<file path="src/rtl/ilim_guard_pkg.sv">
package ilim_guard_pkg;

  typedef enum logic [1:0] {
    POL_HOLD  = 2'd0,
    POL_LATCH = 2'd1,
    POL_RETRY = 2'd2
  } policy_e;

  typedef enum logic [2:0] {
    ST_IDLE  = 3'd0,
    ST_ON    = 3'd1,
    ST_LATCH = 3'd2,
    ST_COOL  = 3'd3,
    ST_THERM = 3'd4
  } state_e;

  // Strap decode: the unused code falls back to the safe latch-off policy.
  function automatic policy_e decode_strap(input logic [1:0] strap);
    case (strap)
      2'b00:   return POL_HOLD;
      2'b10:   return POL_RETRY;
      default: return POL_LATCH;
    endcase
  endfunction

endpackage

</file>
<file path="src/rtl/ilim_sat_cnt.sv">
// Run-length counter: counts consecutive cycles with inc high, saturates at
// LIMIT, and drops to zero on the first cycle inc is low.
module ilim_sat_cnt #(
  parameter int unsigned LIMIT = 4,
  parameter int unsigned W     = $clog2(LIMIT + 1)
) (
  input  logic         clk,
  input  logic         rst_n,
  input  logic         inc,
  output logic [W-1:0] cnt_nxt
);

  logic [W-1:0] cnt_q;

  always_comb begin
    if (!inc)                      cnt_nxt = '0;
    else if (cnt_q == W'(LIMIT))   cnt_nxt = cnt_q;
    else                           cnt_nxt = cnt_q + 1'b1;
  end

  always_ff @(posedge clk) begin
    if (!rst_n) cnt_q <= '0;
    else        cnt_q <= cnt_nxt;
  end

endmodule

</file>
<file path="src/rtl/ilim_guard_fsm.sv">
module ilim_guard_fsm
  import ilim_guard_pkg::*;
(
  input  logic    clk,
  input  logic    rst_n,
  input  logic    en_in,
  input  logic    tsd_flag,
  input  logic    ilim_hit,
  input  policy_e policy,
  input  logic    run_qual,   // limit run has passed the deglitch window
  input  logic    lat_trip,   // limit run reached the latch-off threshold
  input  logic    ret_trip,   // limit run reached the retry on-window end
  input  logic    cool_done,  // retry off-window complete
  input  logic    low_done,   // enable low long enough to clear the fault
  input  logic    calm_done,  // retry: limit absent for a full on-window
  output state_e  state_q,
  output logic    flt_q
);

  state_e state_d;
  logic   flt_d;

  always_comb begin
    state_d = state_q;
    if (!en_in) begin
      state_d = ST_IDLE;
    end else if (tsd_flag && state_q != ST_LATCH) begin
      state_d = ST_THERM;
    end else begin
      case (state_q)
        ST_IDLE, ST_THERM: state_d = ST_ON;
        ST_ON: begin
          if (policy == POL_LATCH && lat_trip)      state_d = ST_LATCH;
          else if (policy == POL_RETRY && ret_trip) state_d = ST_COOL;
        end
        ST_COOL:  if (cool_done) state_d = ST_ON;
        ST_LATCH: state_d = ST_LATCH;
        default:  state_d = ST_IDLE;
      endcase
    end
  end

  always_comb begin
    flt_d = flt_q;
    if (low_done)       flt_d = 1'b0;
    else if (calm_done) flt_d = 1'b0;
    else if (run_qual)  flt_d = 1'b1;
  end

  always_ff @(posedge clk) begin
    if (!rst_n) begin
      state_q <= ST_IDLE;
      flt_q   <= 1'b0;
    end else begin
      state_q <= state_d;
      flt_q   <= flt_d;
    end
  end

  AST_HOLD_NO_TRIP: assert property (@(posedge clk) disable iff (!rst_n)
    (policy == POL_HOLD && state_q == ST_ON && en_in && !tsd_flag) |=> (state_q == ST_ON));

  AST_LATCH_STICKY: assert property (@(posedge clk) disable iff (!rst_n)
    (state_q == ST_LATCH && en_in) |=> (state_q == ST_LATCH));

  AST_FLT_RISE_CAUSE: assert property (@(posedge clk) disable iff (!rst_n)
    $rose(flt_q) |-> $past(ilim_hit && en_in));

endmodule

</file>
<file path="src/rtl/ilim_guard.sv">
module ilim_guard
  import ilim_guard_pkg::*;
#(
  parameter int unsigned DEGLITCH_CYC   = 3,
  parameter int unsigned BASE_DLY_CYC   = 4,
  parameter int unsigned EXTRA_DLY_CYC  = 5,
  parameter int unsigned RETRY_ON_CYC   = 6,
  parameter int unsigned RETRY_OFF_CYC  = 7,
  parameter int unsigned FAULT_HOLD_CYC = 5
) (
  input  logic       clk,
  input  logic       rst_n,
  input  logic       en_in,
  input  logic       ilim_hit,
  input  logic       tsd_flag,
  input  logic [1:0] mode_strap,
  output logic       gate_en,
  output logic       fault_n
);

  localparam int unsigned LAT_TRIP = DEGLITCH_CYC + BASE_DLY_CYC + EXTRA_DLY_CYC;
  localparam int unsigned RET_TRIP = DEGLITCH_CYC + RETRY_ON_CYC;
  localparam int unsigned RUN_MAX  = (LAT_TRIP > RET_TRIP) ? LAT_TRIP : RET_TRIP;
  localparam int unsigned LOW_MAX  = FAULT_HOLD_CYC + 1;
  localparam int unsigned RUN_W    = $clog2(RUN_MAX + 1);
  localparam int unsigned LOW_W    = $clog2(LOW_MAX + 1);
  localparam int unsigned CALM_W   = $clog2(RETRY_ON_CYC + 1);
  localparam int unsigned COOL_W   = $clog2(RETRY_OFF_CYC + 1);

  policy_e policy_q;
  state_e  state_q;
  logic    flt_q;

  // Strap is captured only during reset.
  always_ff @(posedge clk) begin
    if (!rst_n) policy_q <= decode_strap(mode_strap);
  end

  logic on_ok, run_inc, calm_inc, cool_inc, low_inc;
  assign on_ok    = (state_q == ST_ON) && en_in && !tsd_flag;
  assign run_inc  = on_ok && ilim_hit;
  assign calm_inc = on_ok && !ilim_hit && (policy_q == POL_RETRY);
  assign cool_inc = (state_q == ST_COOL) && en_in && !tsd_flag;
  assign low_inc  = !en_in;

  logic [RUN_W-1:0]  run_nxt;
  logic [LOW_W-1:0]  low_nxt;
  logic [CALM_W-1:0] calm_nxt;
  logic [COOL_W-1:0] cool_nxt;

  ilim_sat_cnt #(.LIMIT(RUN_MAX),       .W(RUN_W))  u_run  (.clk(clk), .rst_n(rst_n), .inc(run_inc),  .cnt_nxt(run_nxt));
  ilim_sat_cnt #(.LIMIT(LOW_MAX),       .W(LOW_W))  u_low  (.clk(clk), .rst_n(rst_n), .inc(low_inc),  .cnt_nxt(low_nxt));
  ilim_sat_cnt #(.LIMIT(RETRY_ON_CYC),  .W(CALM_W)) u_calm (.clk(clk), .rst_n(rst_n), .inc(calm_inc), .cnt_nxt(calm_nxt));
  ilim_sat_cnt #(.LIMIT(RETRY_OFF_CYC), .W(COOL_W)) u_cool (.clk(clk), .rst_n(rst_n), .inc(cool_inc), .cnt_nxt(cool_nxt));

  logic run_qual, lat_trip, ret_trip, cool_done, low_done, calm_done;
  assign run_qual  = run_inc && (run_nxt >= RUN_W'(DEGLITCH_CYC));
  assign lat_trip  = (run_nxt == RUN_W'(LAT_TRIP));
  assign ret_trip  = (run_nxt == RUN_W'(RET_TRIP));
  assign cool_done = (cool_nxt == COOL_W'(RETRY_OFF_CYC));
  assign low_done  = (low_nxt == LOW_W'(LOW_MAX));
  assign calm_done = (calm_nxt == CALM_W'(RETRY_ON_CYC));

  ilim_guard_fsm u_fsm (
    .clk       (clk),
    .rst_n     (rst_n),
    .en_in     (en_in),
    .tsd_flag  (tsd_flag),
    .ilim_hit  (ilim_hit),
    .policy    (policy_q),
    .run_qual  (run_qual),
    .lat_trip  (lat_trip),
    .ret_trip  (ret_trip),
    .cool_done (cool_done),
    .low_done  (low_done),
    .calm_done (calm_done),
    .state_q   (state_q),
    .flt_q     (flt_q)
  );

  assign gate_en = (state_q == ST_ON);
  assign fault_n = !(flt_q || state_q == ST_THERM);

  AST_STRAP_FROZEN: assert property (@(posedge clk) disable iff (!rst_n)
    rst_n |=> $stable(policy_q));

  AST_GATE_OFF_EN_LOW: assert property (@(posedge clk) disable iff (!rst_n)
    !en_in |=> !gate_en);

  AST_THERM_GATE_OFF: assert property (@(posedge clk) disable iff (!rst_n)
    (en_in && tsd_flag) |=> !gate_en);

  AST_THERM_FAULT: assert property (@(posedge clk) disable iff (!rst_n)
    (en_in && tsd_flag && state_q != ST_LATCH) |=> !fault_n);

  AST_FAULT_RELEASE_CAUSE: assert property (@(posedge clk) disable iff (!rst_n)
    $rose(fault_n) |-> ($past(!en_in) || $past(!ilim_hit) || $past(state_q == ST_THERM)));

endmodule

</file>
<file path="config.mk">
export PLATFORM = sky130hd
export DESIGN_NAME = ilim_guard
export DESIGN_NICKNAME = d
export VERILOG_FILES = /design/src/rtl/ilim_guard_pkg.sv /design/src/rtl/ilim_sat_cnt.sv /design/src/rtl/ilim_guard_fsm.sv /design/src/rtl/ilim_guard.sv
export SDC_FILE = /design/constraint.sdc
export NUM_CORES = 1
export LEC_CHECK = 0
export ABC_AREA = 1
export BUFFER_PORTS_ARGS = -buffer_cell sky130_fd_sc_hd__buf_2
export CAP_MARGIN = 20
export CORE_UTILIZATION = 30
export DETAILED_ROUTE_END_ITERATION = 8
export HOLD_SLACK_MARGIN = 0.02
export PLACE_DENSITY = 0.45
export SYNTH_ARGS = -nofsm -noshare
export SYNTH_HDL_FRONTEND = slang
export SYNTH_SLANG_ARGS = --single-unit
</file>
<file path="constraint.sdc">
create_clock -name clk -period 1.3 [get_ports clk]
set_input_delay 0.26 -clock clk [delete_from_list [all_inputs] [get_ports clk]]
set_output_delay 0.26 -clock clk [all_outputs]
set_load 0.02 [all_outputs]
</file>
==> tab_implementation.tex <==
\begin{tabular}{lr}
\hline
Metric & Value \\
\hline
\multicolumn{2}{l}{\textbf{Power}} \\
Switch share & 0.257 \\
Total power after layout & about 1.0 mW \\
Internal & between 0.7 and 0.8 mW \\
Switching power & 0.268 mW \\
Max IR drop VDD & 0.533 mV \\
Sequential share of power & 0.587 \\
Power Density & approximately 700 mW/mm\^{}2 \\
Relative contribution of combinational cells to total power & 0.113 \\
LEAKAGE & 0.622 nW \\
Clock power share & 0.301 \\
\multicolumn{2}{l}{\textbf{Cells and area}} \\
Final antenna diode count & 0 \\
Number of nets in the final layout & 184 \\
Number of standard cells in the final layout excluding fillers & roughly 220 \\
Core occupancy in the finished layout & 0.443 \\
Commonest non-fill, non-tap cells in the layout & sky130\_fd\_sc\_hd\_\_nor2\_1 (18), sky130\_fd\_sc\_hd\_\_buf\_4 (17), sky130\_fd\_sc\_hd\_\_inv\_1 (16), sky130\_fd\_sc\_hd\_\_nand2\_1 (14) \\
Ratio of cells with drive above 1 in the final layout & 0.479 \\
Leading cell type in the layout, fill and taps excluded & sky130\_fd\_sc\_hd\_\_nor2\_1 \\
Area growth from synthesis to final layout & 40.6\% \\
\multicolumn{2}{l}{\textbf{Critical path}} \\
CP startpoint & u\_fsm.state\_q[1] \\
CP Max Fanout & 4 \\
Start of the worst register-to-register path & u\_run.cnt\_q[0] \\
Worst path slowest cell & sky130\_fd\_sc\_hd\_\_dfxtp\_4 \\
Worst Path Arrival & 1.06 ns \\
Ordered cell list for the critical path & nor2\_4 -> nand2\_2 -> inv\_4 -> buf\_6 \\
Slowest cell delay on critical path & 0.39 ns \\
Element type at the critical path start & flip-flop \\
Buffers plus inverters on the worst setup path & 2 \\
Worst setup EP type & output port \\
Worst setup path class & reg2out \\
Required time of the worst setup path & approximately 1.0 ns \\
Crit path max-delay family & flip-flops \\
\multicolumn{2}{l}{\textbf{Synth}} \\
Synthesized netlist net count & between 150 and 200 \\
Mux share of post-synthesis cell area & 0 \\
Share of the synthesized area in compound gates (AO/OA/AOI/OAI) & 0.0790 \\
Largest family of logic cells by synthesized area & simple AND/OR/NAND/NOR gates \\
Async set or reset register ratio after synthesis & 0 \\
Share of synthesized cell area in full adder, half adder and majority cells & 0.0825 \\
Post-Synthesis Mean Instance Area & 7.58 sq um \\
Register bit total from synthesis & 19 \\
Portion of the post-synthesis area used by sequential elements & 0.377 \\
Simple-gate share of the synthesized area & 0.356 \\
Post-Syn Area & 0.00106 sq mm \\
Top FF cell, synth & sky130\_fd\_sc\_hd\_\_dfxtp\_1 \\
Number of warning messages in the yosys log & 0 \\
Number of flops mapped to enable cells by yosys & 2 \\
Post-synthesis cell type count & 27 \\
Synthesized instance count & 140 \\
Area share of xor/xnor cells in the synthesized design & 0.0165 \\
\multicolumn{2}{l}{\textbf{Floorplanning}} \\
Core area & between 0.003 and 0.004 sq mm \\
Starting density of the core & 0.315 \\
Area of the die & about 0.0038 sq mm \\
Placement Rows & 21 \\
\# IOs & 9 \\
Die Span X & $\sim$60 microns \\
Die Y & approximately 61 microns \\
\multicolumn{2}{l}{\textbf{Detailed routing}} \\
Number of design-rule violations left by the first detailed-router iteration & 16 \\
Total number of vias & 945 \\
Count of unresolved DRC violations after routing & 0 \\
Routed via count divided by cell count & 4.40 \\
Routed Antenna Nets & 0 \\
Drt total wl & 2.37 mm \\
First-pass DRT Iterations & 4 \\
Average detailed-routed wire length per instance & 11.0 microns \\
\multicolumn{2}{l}{\textbf{Clock tree}} \\
Longest Clk Path Bufs & 2 \\
Clock slew seen by the registers of the worst setup and hold paths & 0.12 ns \\
Total number of H-tree levels & 1 \\
\# hold bufs at CTS & 0 \\
Clock tree sinks & 19 \\
Clock tree from TritonCTS & done \\
Insertion delay to the later sink of the worst-skew pair & 0.31 ns \\
Cell chosen for the clock root & sky130\_fd\_sc\_hd\_\_clkbuf\_4 \\
TritonCTS Buffers & 3 \\
\multicolumn{2}{l}{\textbf{Timing}} \\
Final critical delay including setup and external delays & around 1.3 ns \\
Worst clock skew on the final layout & 0.0121 ns \\
Count of final max-slew check failures & 0 \\
Sum of negative setup slack & -0.0180 ns \\
Slew at the pin closest to its max-slew limit & 0.264 ns \\
Number of hold violations in the final report & 0 \\
Part of the cycle the worst path needs & 1.01 \\
Max-Slew Margin vs Limit & 0.822 \\
Final setup vio count & 2 \\
Unrepaired setup endpoints after global routing & yes \\
Peak clock frequency supported by timing & 0.759 GHz \\
Setup ws final & -0.0167 ns \\
\multicolumn{2}{l}{\textbf{Run}} \\
Max Cap Viol & 0 \\
\multicolumn{2}{l}{\textbf{Placement}} \\
Count of buffers from port buffering & 8 \\
Pre-CTS WS & -0.0780 ns \\
Number of cells in the design after placement & 203 \\
Weighted congestion reported at the end of routability-driven placement & 0.737 \\
Hpwl dp & about 1.7 mm \\
\multicolumn{2}{l}{\textbf{Run status}} \\
Violated checks & negative setup slack \\
Outcome & finished with violations \\
\multicolumn{2}{l}{\textbf{Global route}} \\
Vias in the first global route & 860 \\
Global-route wire length before repair & $\sim$3.8 mm \\
Overall Global Routing Usage & 0.146 \\
Number of antenna violations at the first check in global routing & 0 \\
Pin count of the biggest net entering global routing & 11 \\
Overflow after GRT & 0 \\
\multicolumn{2}{l}{\textbf{Worst hold path}} \\
Hold Crit Start & mode\_strap[0] \\
Hold crit path type & in2reg \\
\hline
\end{tabular}
==> kinds of logic (layout without fill, tap and decap cells) <==
kind of cell / count (synthesis) / count (layout)
AND/OR/NAND/NOR: 74 / 74
XOR/XNOR: 2 / 2
flip-flops: 19 / 19
AO/OA/AOI/OAI: 13 / 13
adder cells (fa/ha/maj): 7 / 7
buffers and inverters: 25 / 54
==> state kept, by name (all words and copies together) (netlist names) <==
| name | flops |
|---|---|
| u_cool.cnt_q | 3 |
| u_fsm.state_q | 3 |
| u_low.cnt_q | 3 |
| policy_q | 2 |
| u_fsm.flt_q | 1 |
| u_calm.cnt_q | 3 |
| u_run.cnt_q | 4 |
==> power by group through the flow <==
| stage | Sequential, mW | Combinational [mW] | Clock, mW |
|---|---|---|---|
| global placement | 0.625 | 0.0888 | 0 |
| global route | 0.614 | 0.129 | 0.366 |
| CTS | 0.612 | 0.104 | 0.334 |
| detailed placement | 0.625 | 0.0898 | 0 |
| finish | 0.612 | 0.117 | 0.314 |
| floorplan | 0.624 | 0.0498 | 0 |
==> final timing paths <==
path                            cells past startpoint                to  slack (ns)
worst max-delay path                                4           gate_en       -0.02
worst min-delay path                                1       policy_q[0]        0.14
worst max register to register                      9  u_fsm.state_q[0]        0.01
worst min register to register                      2       u_fsm.flt_q        0.53
==> repair_timing <==
action	4_1_cts	5_1_grt
cloned	0	0
setup endpoints to repair	5	8
gates resized for setup	28	27
buffers inserted	4	4
endpoints found under the hold margin	0	0
pin swaps	14	19
==> metal layers <==
metal	vias to the layer above	GRT usage	part of all wire
met1	425	0.180	0.44
met4	0	0.0857	0.023
li1	504	-	-
met2	11	0.234	0.50
met3	5	0.0315	0.030
met5	-	0	0
==> area by class of cell <==
type                    count  area [sq um]
fillers                   369          1870
multi-input cells          96           708
flip-flops and latches     19           415
repair buffers             26           191
inverters                  24          92.6
well taps                  46          57.6
clock buffers               4          26.3
==> Yosys cell counts, types with 3 or more instances <==
cell / number / area (sq um)
sky130_fd_sc_hd__nand4_1: 3 / 18.8
sky130_fd_sc_hd__inv_2: 3 / 11.3
sky130_fd_sc_hd__o21ai_0: 3 / 15.0
sky130_fd_sc_hd__nand3_1: 8 / 40.0
sky130_fd_sc_hd__a21oi_1: 6 / 30.0
sky130_fd_sc_hd__nand2_1: 24 / 90.1
sky130_fd_sc_hd__nor3_1: 4 / 20.0
sky130_fd_sc_hd__inv_1: 20 / 75.1
sky130_fd_sc_hd__nand3b_1: 3 / 22.5
sky130_fd_sc_hd__dfxtp_1: 17 / 340
sky130_fd_sc_hd__ha_1: 7 / 87.6
sky130_fd_sc_hd__nor2_1: 22 / 82.6
==> metrics by stage <==
step / hold WS, ns / area [sq um]
3_3_place_gp: 0.453 / 1230
3_5_place_dp: 0.457 / 1230
2_1_floorplan: 0.339 / 1060
5_1_grt: 0.120 / 1490
6_report: 0.142 / 1490
4_1_cts: 0.129 / 1370
Power figures use the tool's default switching activity.
